==> config.mk <==
export PLATFORM = sky130hd
export DESIGN_NAME = cmd_ring_ctrl
export DESIGN_NICKNAME = d
export VERILOG_FILES = /design/src/rtl/cring_pkg.sv /design/src/rtl/cring_regs.sv /design/src/rtl/cring_engine.sv /design/src/rtl/cmd_ring_ctrl.sv
export SDC_FILE = /design/constraint.sdc
export NUM_CORES = 1
export LEC_CHECK = 0
export ABC_AREA = 1
export BUFFER_PORTS_ARGS = -buffer_cell sky130_fd_sc_hd__buf_4
export CORE_MARGIN = 2
export CORE_UTILIZATION = 55
export CTS_CLUSTER_DIAMETER = 40
export DETAILED_ROUTE_END_ITERATION = 12
export GPL_ROUTABILITY_DRIVEN = 0
export PLACE_DENSITY = 0.84
export SLEW_MARGIN = 20
export SYNTH_ARGS = -nofsm -noshare
export SYNTH_HDL_FRONTEND = slang
export SYNTH_SLANG_ARGS = --single-unit
==> constraint.sdc <==
create_clock -name clk -period 4 [get_ports clk]
set_clock_uncertainty 0.15 [all_clocks]
set_input_delay 0.2 -clock clk [delete_from_list [all_inputs] [get_ports clk]]
set_output_delay 0.2 -clock clk [all_outputs]
set_load 0.01 [all_outputs]
==> src/rtl/cring_pkg.sv <==
package cring_pkg;
    localparam int PTR_W  = 8;
    localparam int CMD_W  = 32;
    localparam int ADDR_W = 64;
    localparam int WORD_W = 32;

    typedef enum logic [1:0] {
        ST_OFF,
        ST_IDLE,
        ST_FETCH,
        ST_ISSUE
    } eng_state_t;

    localparam logic [1:0] SZ_2   = 2'b00;
    localparam logic [1:0] SZ_16  = 2'b01;
    localparam logic [1:0] SZ_256 = 2'b10;

    function automatic logic [PTR_W-1:0] ring_mask(input logic [1:0] sel);
        case (sel)
            SZ_16:   ring_mask = 8'h0F;
            SZ_256:  ring_mask = 8'hFF;
            default: ring_mask = 8'h01;
        endcase
    endfunction

    function automatic logic size_allowed(input logic [2:0] caps, input logic [1:0] sel);
        case (sel)
            SZ_2:    size_allowed = caps[0];
            SZ_16:   size_allowed = caps[1];
            SZ_256:  size_allowed = caps[2];
            default: size_allowed = 1'b0;
        endcase
    endfunction

    function automatic logic [WORD_W-1:0] byte_merge(input logic [WORD_W-1:0] old_v,
                                                     input logic [WORD_W-1:0] new_v,
                                                     input logic [3:0]        strb);
        logic [WORD_W-1:0] r;
        r = old_v;
        for (int b = 0; b < 4; b++)
            if (strb[b]) r[b*8 +: 8] = new_v[b*8 +: 8];
        return r;
    endfunction
endpackage

==> src/rtl/cring_regs.sv <==
module cring_regs
    import cring_pkg::*;
#(
    parameter logic [2:0] CAP_MASK = 3'b111
) (
    input  logic              clk,
    input  logic              rst_n,
    input  logic              wr,
    input  logic [1:0]        word,
    input  logic [WORD_W-1:0] wdata,
    input  logic [3:0]        wstrb,
    output logic [WORD_W-1:0] rdata,
    input  logic              eng_active,
    input  logic [PTR_W-1:0]  rp,
    input  logic              clr_ack,
    output logic [ADDR_W-1:0] base,
    output logic [PTR_W-1:0]  wp,
    output logic [PTR_W-1:0]  size_mask,
    output logic              run_req,
    output logic              clr_req
);
    localparam logic [1:0] SEL_RST = CAP_MASK[0] ? SZ_2 : (CAP_MASK[1] ? SZ_16 : SZ_256);
    localparam logic [WORD_W-1:0] BASE_KEEP = 32'hFFFF_FF80;

    logic [WORD_W-1:0] base_lo_q, base_hi_q;
    logic [PTR_W-1:0]  wp_q;
    logic [1:0]        sel_q;
    logic              run_q, pend_q, flag_q;
    logic              sel_ok;

    assign sel_ok = size_allowed(CAP_MASK, wdata[17:16]) && !eng_active;

    always_ff @(posedge clk or negedge rst_n) begin
        if (!rst_n) begin
            base_lo_q <= '0;
            base_hi_q <= '0;
            wp_q      <= '0;
            sel_q     <= SEL_RST;
            run_q     <= 1'b0;
            pend_q    <= 1'b0;
            flag_q    <= 1'b0;
        end else begin
            if (clr_ack) begin
                pend_q <= 1'b0;
                flag_q <= 1'b1;
            end
            if (wr) begin
                case (word)
                    2'd0: base_lo_q <= byte_merge(base_lo_q, wdata, wstrb) & BASE_KEEP;
                    2'd1: base_hi_q <= byte_merge(base_hi_q, wdata, wstrb);
                    2'd2: begin
                        if (wstrb[0]) wp_q <= wdata[7:0];
                        if (wstrb[3]) begin
                            if (wdata[31]) pend_q <= 1'b1;
                            else begin
                                pend_q <= 1'b0;
                                flag_q <= 1'b0;
                            end
                        end
                    end
                    default: begin
                        if (wstrb[0]) run_q <= wdata[1];
                        if (wstrb[2] && sel_ok) sel_q <= wdata[17:16];
                    end
                endcase
            end
        end
    end

    always_comb begin
        case (word)
            2'd0:    rdata = base_lo_q;
            2'd1:    rdata = base_hi_q;
            2'd2:    rdata = {flag_q, 7'b0, rp, 8'b0, wp_q};
            default: rdata = {8'b0, 1'b0, CAP_MASK, 2'b0, sel_q, 8'h00, 6'b0, eng_active, 1'b0};
        endcase
    end

    assign base      = {base_hi_q, base_lo_q};
    assign wp        = wp_q;
    assign size_mask = ring_mask(sel_q);
    assign run_req   = run_q;
    assign clr_req   = pend_q;


    flag_rise_ptr_zero_chk: assert property (@(posedge clk) disable iff (!rst_n)
        $rose(flag_q) |-> rp == '0);


    stop_only_on_request_chk: assert property (@(posedge clk) disable iff (!rst_n)
        $fell(eng_active) |-> !$past(run_q));


    size_frozen_when_active_chk: assert property (@(posedge clk) disable iff (!rst_n)
        !$stable(sel_q) |-> !$past(eng_active));
endmodule

==> src/rtl/cring_engine.sv <==
module cring_engine
    import cring_pkg::*;
(
    input  logic              clk,
    input  logic              rst_n,
    input  logic              run_req,
    input  logic [ADDR_W-1:0] base,
    input  logic [PTR_W-1:0]  wp,
    input  logic [PTR_W-1:0]  size_mask,
    input  logic              clr_req,
    output logic              clr_ack,
    output logic [PTR_W-1:0]  rp,
    output logic              active,
    output logic              mem_req,
    output logic [ADDR_W-1:0] mem_addr,
    input  logic              mem_rvalid,
    input  logic [CMD_W-1:0]  mem_rdata,
    output logic              cmd_valid,
    output logic [CMD_W-1:0]  cmd_data,
    input  logic              cmd_ready
);
    eng_state_t       state_q, state_d;
    logic [PTR_W-1:0] rp_q, rp_nxt, wp_m;
    logic [CMD_W-1:0] cmd_q;
    logic             has_work;

    assign wp_m     = wp & size_mask;
    assign rp_nxt   = (rp_q + 1'b1) & size_mask;
    assign has_work = (rp_q != wp_m);

    always_ff @(posedge clk or negedge rst_n) begin
        if (!rst_n) state_q <= ST_OFF;
        else        state_q <= state_d;
    end

    always_comb begin
        state_d = state_q;
        unique case (state_q)
            ST_OFF:   if (run_req) state_d = ST_IDLE;
            ST_IDLE: begin
                if (!run_req)                  state_d = ST_OFF;
                else if (!clr_req && has_work) state_d = ST_FETCH;
            end
            ST_FETCH: if (mem_rvalid) state_d = ST_ISSUE;
            ST_ISSUE: if (cmd_ready)  state_d = ST_IDLE;
            default:  state_d = ST_OFF;
        endcase
    end

    always_comb begin
        mem_req   = (state_q == ST_FETCH);
        cmd_valid = (state_q == ST_ISSUE);
        active    = (state_q != ST_OFF);
        clr_ack   = clr_req && (state_q == ST_OFF || state_q == ST_IDLE);
        mem_addr  = base + {{(ADDR_W-PTR_W-2){1'b0}}, rp_q, 2'b00};
        cmd_data  = cmd_q;
    end

    always_ff @(posedge clk or negedge rst_n) begin
        if (!rst_n) begin
            rp_q  <= '0;
            cmd_q <= '0;
        end else begin
            if (clr_ack)
                rp_q <= '0;
            else if (state_q == ST_IDLE && state_d == ST_FETCH)
                rp_q <= rp_nxt;
            if (state_q == ST_FETCH && mem_rvalid)
                cmd_q <= mem_rdata;
        end
    end

    assign rp = rp_q;


    empty_no_fetch_chk: assert property (@(posedge clk) disable iff (!rst_n)
        (state_q == ST_IDLE && rp_q == wp_m) |=> !mem_req);


    fetch_hold_chk: assert property (@(posedge clk) disable iff (!rst_n)
        (mem_req && !mem_rvalid) |=> (mem_req && $stable(mem_addr)));


    single_side_chk: assert property (@(posedge clk) disable iff (!rst_n)
        !(mem_req && cmd_valid));


    cmd_hold_chk: assert property (@(posedge clk) disable iff (!rst_n)
        (cmd_valid && !cmd_ready) |=> (cmd_valid && $stable(cmd_data)));


    addr_align_chk: assert property (@(posedge clk) disable iff (!rst_n)
        mem_req |-> (mem_addr[1:0] == 2'b00));
endmodule

==> src/rtl/cmd_ring_ctrl.sv <==
module cmd_ring_ctrl
    import cring_pkg::*;
#(
    parameter logic [2:0] CAP_MASK = 3'b111
) (
    input  logic              clk,
    input  logic              rst_n,
    input  logic              reg_wr,
    input  logic [1:0]        reg_word,
    input  logic [WORD_W-1:0] reg_wdata,
    input  logic [3:0]        reg_wstrb,
    output logic [WORD_W-1:0] reg_rdata,
    output logic              mem_req,
    output logic [ADDR_W-1:0] mem_addr,
    input  logic              mem_rvalid,
    input  logic [CMD_W-1:0]  mem_rdata,
    output logic              cmd_valid,
    output logic [CMD_W-1:0]  cmd_data,
    input  logic              cmd_ready
);
    logic              eng_active, clr_ack, clr_req, run_req;
    logic [PTR_W-1:0]  rp, wp, size_mask;
    logic [ADDR_W-1:0] base;

    cring_regs #(.CAP_MASK(CAP_MASK)) u_regs (
        .clk(clk), .rst_n(rst_n),
        .wr(reg_wr), .word(reg_word), .wdata(reg_wdata), .wstrb(reg_wstrb), .rdata(reg_rdata),
        .eng_active(eng_active), .rp(rp), .clr_ack(clr_ack),
        .base(base), .wp(wp), .size_mask(size_mask), .run_req(run_req), .clr_req(clr_req)
    );

    cring_engine u_engine (
        .clk(clk), .rst_n(rst_n),
        .run_req(run_req), .base(base), .wp(wp), .size_mask(size_mask),
        .clr_req(clr_req), .clr_ack(clr_ack), .rp(rp), .active(eng_active),
        .mem_req(mem_req), .mem_addr(mem_addr), .mem_rvalid(mem_rvalid), .mem_rdata(mem_rdata),
        .cmd_valid(cmd_valid), .cmd_data(cmd_data), .cmd_ready(cmd_ready)
    );
endmodule

==> flow_metrics.env, run 1 <==
export IMPL_status="complete, no violations"
export IMPL_dr_total_vias=7842
export IMPL_synth_warnings=0
export IMPL_cp_max_fo=6
export IMPL_hold_path_end="u_regs.clr_req"
export IMPL_cts_sinks=112
export IMPL_cts_root_buffer="clkbuf_16"
export IMPL_final_nets=1277
export IMPL_core_area_um2=12600
export IMPL_htree_levels=3
export IMPL_ys_flop_type="dfrtp_1"
export IMPL_cp_data_arrival_time_ns=2.89
export IMPL_synth_area_um2=7060
export IMPL_ff2ff_setup_slack_ns=1.92
export IMPL_hp_start="reg_wstrb[3]"
export IMPL_synth_area_leader_cell="dfrtp_1"
export IMPL_cts_made_buffers=9
export IMPL_powerDensity_nw_per_um2=480
export IMPL_start_kind="flop"
export IMPL_drt_wl_total_um=25800
export IMPL_io_pins=205
export IMPL_dieWidth_um=117
export IMPL_cap_violations=0
export IMPL_netlist_instances=941
export IMPL_slew_violations=0
export IMPL_place_hpwl_um=18000
export IMPL_reg2reg_to="u_engine.rp[1]"
export IMPL_path_class="reg2out"
export IMPL_fillers=869
export IMPL_ys_top_cells_by_area="dfrtp_1 40%, nand2_1 14%, inv_1 6.3%"
export IMPL_multi_input_area_um2=3640
export IMPL_p_sw_share_pct=39.8
export IMPL_min_period_ns=3.24
export IMPL_fin_util_pct=76.9
export IMPL_period_share_pct=81.0
export IMPL_clkPwrFrac_pct=20.5
export IMPL_synth_edf_count=0
export IMPL_synth_distinct_cells=37
export IMPL_route_detailed_drc=0
export IMPL_final_seq_area_um2=2800
export IMPL_cts_clk_slew_worst_paths_ns=0.08
export IMPL_area_growth_pct=36.8
export IMPL_grt_pass1_vias=7803
export IMPL_io_buffer_count=202
export IMPL_viasPerCell=5.71
export IMPL_ctsHoldBuffers=67
export IMPL_syn_avg_cell_area_um2=7.51
export IMPL_p_seq_share_pct=38.7
export IMPL_worstRegToRegCells=11
export IMPL_wl_per_cell_um=18.8
export IMPL_postCtsSetupBuffers=0
export IMPL_ant_nets=0
export IMPL_fin_setup_tns_ns=0
export IMPL_grt_pass1_wl_um=41000
export IMPL_grt_use_total_pct=37.9
export IMPL_worstMarginPinSlew_ns=0.784
export IMPL_clk_insertion_delay_late_ns=0.38
export IMPL_synthTopCellsByCount="263 x nand2_1, 119 x inv_1, 112 x dfrtp_1"
export IMPL_num_rows=41
export IMPL_die_area_um2=13800
export IMPL_dp_slack_ns=1.22
export IMPL_cts_tree="done"
export IMPL_setup_ws_ns=0.760
export IMPL_start_util_pct=56.2
export IMPL_cts_resized=0
export IMPL_min_path_type="in2reg"
export IMPL_synth_top_area_share_pct=39.7
export IMPL_fmax_mhz=309
export IMPL_peakVddDrop_v=0.000557
export IMPL_power_frac_comb_pct=40.8
export IMPL_drive_gt1_share_pct=24.6
export IMPL_async_reset_ff_share_pct=100
export IMPL_clk_path_buf_depth=2
export IMPL_dr_pass1_iters=8
export IMPL_switching_power_mw=1.84
export IMPL_finalHoldViolCount=0
export IMPL_grt_start_max_net_pins=61
export IMPL_min_path_cells=5
export IMPL_ys_seq_elements=112
export IMPL_yosysSeqAreaShare_pct=39.7
export IMPL_required_ns=3.65
export IMPL_holdWs_ns=0.0948
export IMPL_overflow=0
export IMPL_first_iter_violations=1092
export IMPL_intPower_mw=2.79
export IMPL_r2r_start="u_regs.sel_q[0]"
export IMPL_total_leakage_power_nw=4.73
export IMPL_fp_dieH_um=117
export IMPL_synth_most_common_cell="nand2_1"
export IMPL_cp_startpoint="u_engine.rp[5]"
export IMPL_setup_viol=0
export IMPL_cp_end_kind="output port"
export IMPL_max_slew_margin_pct=47.7
export IMPL_rsz0062_at_grt="no"
export IMPL_antenna_found_initial=1
## final cells by class
class | count | share of cell area, %
well taps | 172 | 2.23
flip-flops and latches | 112 | 29.0
multi-input cells | 675 | 37.7
clock inverters | 7 | 0.855
repair buffers | 271 | 22.9
clock buffers | 9 | 2.33
inverters | 127 | 4.93
diodes | 1 | 0.0259
## layout by cell type, fill, tap and decap left out, types with 2 or more instances in the layout
cell	count
mux2_2	31
o21ai_0	83
nor3_4	2
o211ai_1	2
nor2_1	76
nand4_1	20
o21ai_1	5
nor3b_1	3
nor2_2	7
nand3_2	4
clkbuf_16	9
o221ai_1	5
nor2_4	4
o22ai_1	13
nand3_1	56
inv_2	8
ha_1	5
o2111ai_1	2
conb_1	2
nand2_1	263
buf_4	203
dfrtp_1	112
inv_1	119
nor3_1	13
xor2_1	42
inv_6	2
dlygate4sd3_1	67
clkinv_8	2
nor3_2	8
xnor2_1	10
a21oi_1	5
nand2_2	7
## per-layer routing
metal | vias to the layer above | global-route usage (%) | wire, um
li1 | 3532 | - | -
met3 | 115 | 11.3 | 2870
met1 | 3648 | 47.0 | 9470
met5 | - | 0 | 0
met2 | 547 | 60.7 | 12000
met4 | 0 | 18.5 | 1410
## cell families (layout without fill, tap and decap cells)
logic type	Yosys count	count (layout)	share of synthesized area, %
and+or+nand+nor	465	465	29.5
buffers and inverters	155	414	8.82
xor gates and xnor gates	52	52	6.45
DFF	112	112	39.7
adders and majority gates	6	6	1.17
AOI/OAI and AO/OA	118	118	9.26
muxes	32	32	5.10
other	1	3	0.0531
## worst max path at each step
| stage | slack, ns | cells past startpoint | endpoint |
|---|---|---|---|
| 3_3_place_gp | 1.31 | 11 | mem_addr[55] |
| 6_report | 0.76 | 12 | mem_addr[63] |
| 2_1_floorplan | 1.60 | 10 | mem_addr[55] |
| 3_5_place_dp | 1.22 | 12 | mem_addr[63] |
| 5_1_grt | 0.62 | 12 | mem_addr[63] |
| 4_1_cts | 0.83 | 12 | mem_addr[63] |
## power groups by stage
stage	Combinational, mW	Sequential (mW)	Clock [mW]
2_1_floorplan	0.911	1.76	0
3_3_place_gp	1.73	1.76	0
3_5_place_dp	1.77	1.77	0
4_1_cts	1.83	1.75	0.944
5_1_grt	2.03	1.83	0.995
6_report	1.89	1.79	0.951
## metrics by stage
stage                     area (um2)  power [mW]  std cells
after detailed placement        8680        3.54       1290
after floorplan                 7070        2.67        942
final                           9660        4.63       1374
after global placement          8680        3.49       1290
after global routing            9660        4.85       1374
after CTS                       9660        4.53       1373
## worst max-delay path, cell delays in order, from the launching register on
cell and delay, ns:
dfrtp_1 0.47, ha_1 0.24, inv_1 0.06, fa_1 0.45
inv_2 0.10, nand2_1 0.09, a21oi_4 0.28, nand2_2 0.24
nor3_4 0.21, nand3_1 0.10, nand2_1 0.08, nand2_1 0.05
buf_4 0.14
## registers in the layout, indices dropped and copies added, names as in the netlist
signal,flops
u_regs.flag_q,1
u_regs.base_lo_q,25
u_engine.state_q,2
u_regs.sel_q,2
u_regs.wp,8
u_engine.cmd_data,32
u_engine.rp,8
u_regs.clr_req,1
u_regs.base_hi_q,32
u_regs.run_req,1
Power figures use the tool's default switching activity.
==> run 2, diff against run 1 <==
Settings changed: CORE_UTILIZATION 55 to 53, PLACE_DENSITY 0.84 to 0.81.
Clock period 4 ns to 3.18 ns, I/O delays scaled along.
==> run 2 against run 1 <==
Net effect:
- final cell count increased by 0.29%
- die area grew 3.6%
- hold slack got worse by 0.033 ns
- register-to-register slack got worse by 0.80 ns
==> flow_metrics.env, run 2 (same netlist as run 1, synthesis figures left out) <==
export IMPL_peakVddDrop_v=0.000553
export IMPL_dp_cells=1294
export IMPL_viasPerCell=5.61
export IMPL_ff2ff_setup_slack_ns=1.12
export IMPL_area_growth_pct=37.4
export IMPL_fin_setup_tns_ns=0
export IMPL_layout_commonest_cell="nand2_1"
export IMPL_setup_viol=0
export IMPL_cap_violations=0
export IMPL_cts_tree="done"
export IMPL_min_period_ns=2.98
export IMPL_io_buffer_count=202
export IMPL_place_hpwl_um=17800
export IMPL_total_leakage_power_nw=4.78
export IMPL_max_slew_margin_pct=42.1
export IMPL_reg2reg_to="u_engine.rp[6]"
export IMPL_worstMarginPinSlew_ns=0.869
export IMPL_grt_use_total_pct=35.6
export IMPL_cts_clk_slew_worst_paths_ns=0.08
export IMPL_grt_pass1_wl_um=39000
export IMPL_clk_path_buf_depth=2
export IMPL_grt_pass1_vias=7404
export IMPL_hold_path_end="u_regs.clr_req"
export IMPL_powerDensity_nw_per_um2=603
export IMPL_status="complete, no violations"
export IMPL_antenna_found_initial=0
export IMPL_required_ns=2.87
export IMPL_worstRegToRegCells=12
export IMPL_num_rows=42
export IMPL_ant_nets=0
export IMPL_route_detailed_drc=0
export IMPL_io_pins=205
export IMPL_dieWidth_um=119
export IMPL_clk_insertion_delay_late_ns=0.37
export IMPL_cp_data_arrival_time_ns=2.67
export IMPL_cts_made_buffers=9
export IMPL_dr_pass1_iters=7
export IMPL_min_path_type="in2reg"
export IMPL_first_iter_violations=1089
export IMPL_wl_per_cell_um=18.1
export IMPL_layoutNonFillerInstCount=1378
export IMPL_overflow=0
export IMPL_cp_end_kind="output port"
export IMPL_start_kind="flop"
export IMPL_rsz0062_at_grt="no"
export IMPL_final_seq_area_um2=2800
export IMPL_period_share_pct=93.8
export IMPL_grt_start_max_net_pins=68
export IMPL_hp_start="reg_wstrb[3]"
export IMPL_slew_violations=0
export IMPL_htree_levels=3
export IMPL_path_class="reg2out"
export IMPL_cts_sinks=112
export IMPL_core_area_um2=13100
export IMPL_fmax_mhz=335
export IMPL_final_nets=1278
export IMPL_drt_wl_total_um=25000
export IMPL_min_path_cells=5
export IMPL_cp_max_fo=6
export IMPL_die_area_um2=14300
export IMPL_start_util_pct=53.8
export IMPL_cts_root_buffer="clkbuf_16"
export IMPL_dr_total_vias=7735
export IMPL_multi_input_area_um2=3660
export IMPL_fp_dieH_um=119
export IMPL_fillers=1015
export IMPL_final_cell_mix="263 x nand2_1, 204 x buf_4, 119 x inv_1"
export IMPL_diodes=0
export IMPL_finalHoldViolCount=0
export IMPL_r2r_start="u_regs.sel_q[0]"
export IMPL_drive_gt1_share_pct=24.8
==> run 2: changes by cell type in the layout (fill, tap and decap cells not counted), sizes merged <==
cell    before  now
clkinv       3    4
buf        204  205
bufinv       0    1
inv        131  129
diode        1    0
==> run 2: area by class of cell <==
class | count | share of cell area, %
Clock buffer | 9 | 2.32
Tap cell | 176 | 2.27
Sequential cell | 112 | 28.9
Inverter | 127 | 4.91
Timing Repair Buffer | 272 | 22.9
Clock inverter | 7 | 1.07
Multi-Input combinational cell | 675 | 37.7
==> run 2: worst max-delay path by stage <==
stage	start	end	slack (ns)	cells past startpoint
after detailed placement	u_engine.rp[5]	mem_addr[55]	0.47	11
final	u_engine.rp[5]	mem_addr[47]	0.20	11
after global placement	u_engine.rp[5]	mem_addr[55]	0.57	11
after CTS	u_engine.rp[5]	mem_addr[47]	0.08	11
after global routing	u_engine.rp[5]	mem_addr[47]	0.08	11
after floorplan	u_engine.rp[5]	mem_addr[55]	0.83	10
==> run 2: stage by stage <==
| stage | util (%) | hold slack (ns) | instance area [um2] | total power, mW | setup slack [ns] |
|---|---|---|---|---|---|
| after floorplan | - | -0.287 | 7070 | 3.36 | 0.826 |
| after global placement | 66.1 | 0.177 | 8690 | 4.39 | 0.568 |
| after detailed placement | 66.1 | 0.173 | 8690 | 4.44 | 0.472 |
| after CTS | 73.7 | 0.0485 | 9690 | 5.75 | 0.0756 |
| after global routing | 73.9 | 0.0544 | 9710 | 6.15 | 0.0812 |
| final | 73.9 | 0.0614 | 9710 | 5.86 | 0.198 |
==> run 2: worst max-delay path, stage by stage (launching register included) <==
cell	delay (ns)
dfrtp_2	0.44
ha_1	0.22
inv_1	0.07
fa_2	0.38
inv_2	0.08
nand2_1	0.08
a21oi_4	0.27
nand2_4	0.17
inv_1	0.08
nand3_1	0.09
xor2_1	0.26
buf_4	0.17
==> run 2: timing repair <==
action	4_1_cts	5_1_grt
hold buffers	67	0
buffers inserted	0	1
endpoints found under the setup margin	0	11
gates resized for setup	0	4
hold endpoints to repair	167	0
==> run 2: where the power goes <==
part	internal (mW)	total, mW	leakage [nW]	switching [mW]
clock	0.640	1.25	0.160	0.608
combinational	1.11	2.35	3.22	1.23
sequential	1.83	2.26	1.40	0.431
==> run 2: layer usage <==
metal,wire length [um],share of wire (%),track usage [%],up-vias
met1,9450,38,47.7,3561
met4,1180,4.7,16.5,0
met2,11500,46,55.4,546
li1,-,-,-,3532
met5,0,0,0,-
met3,2830,11,7.52,96
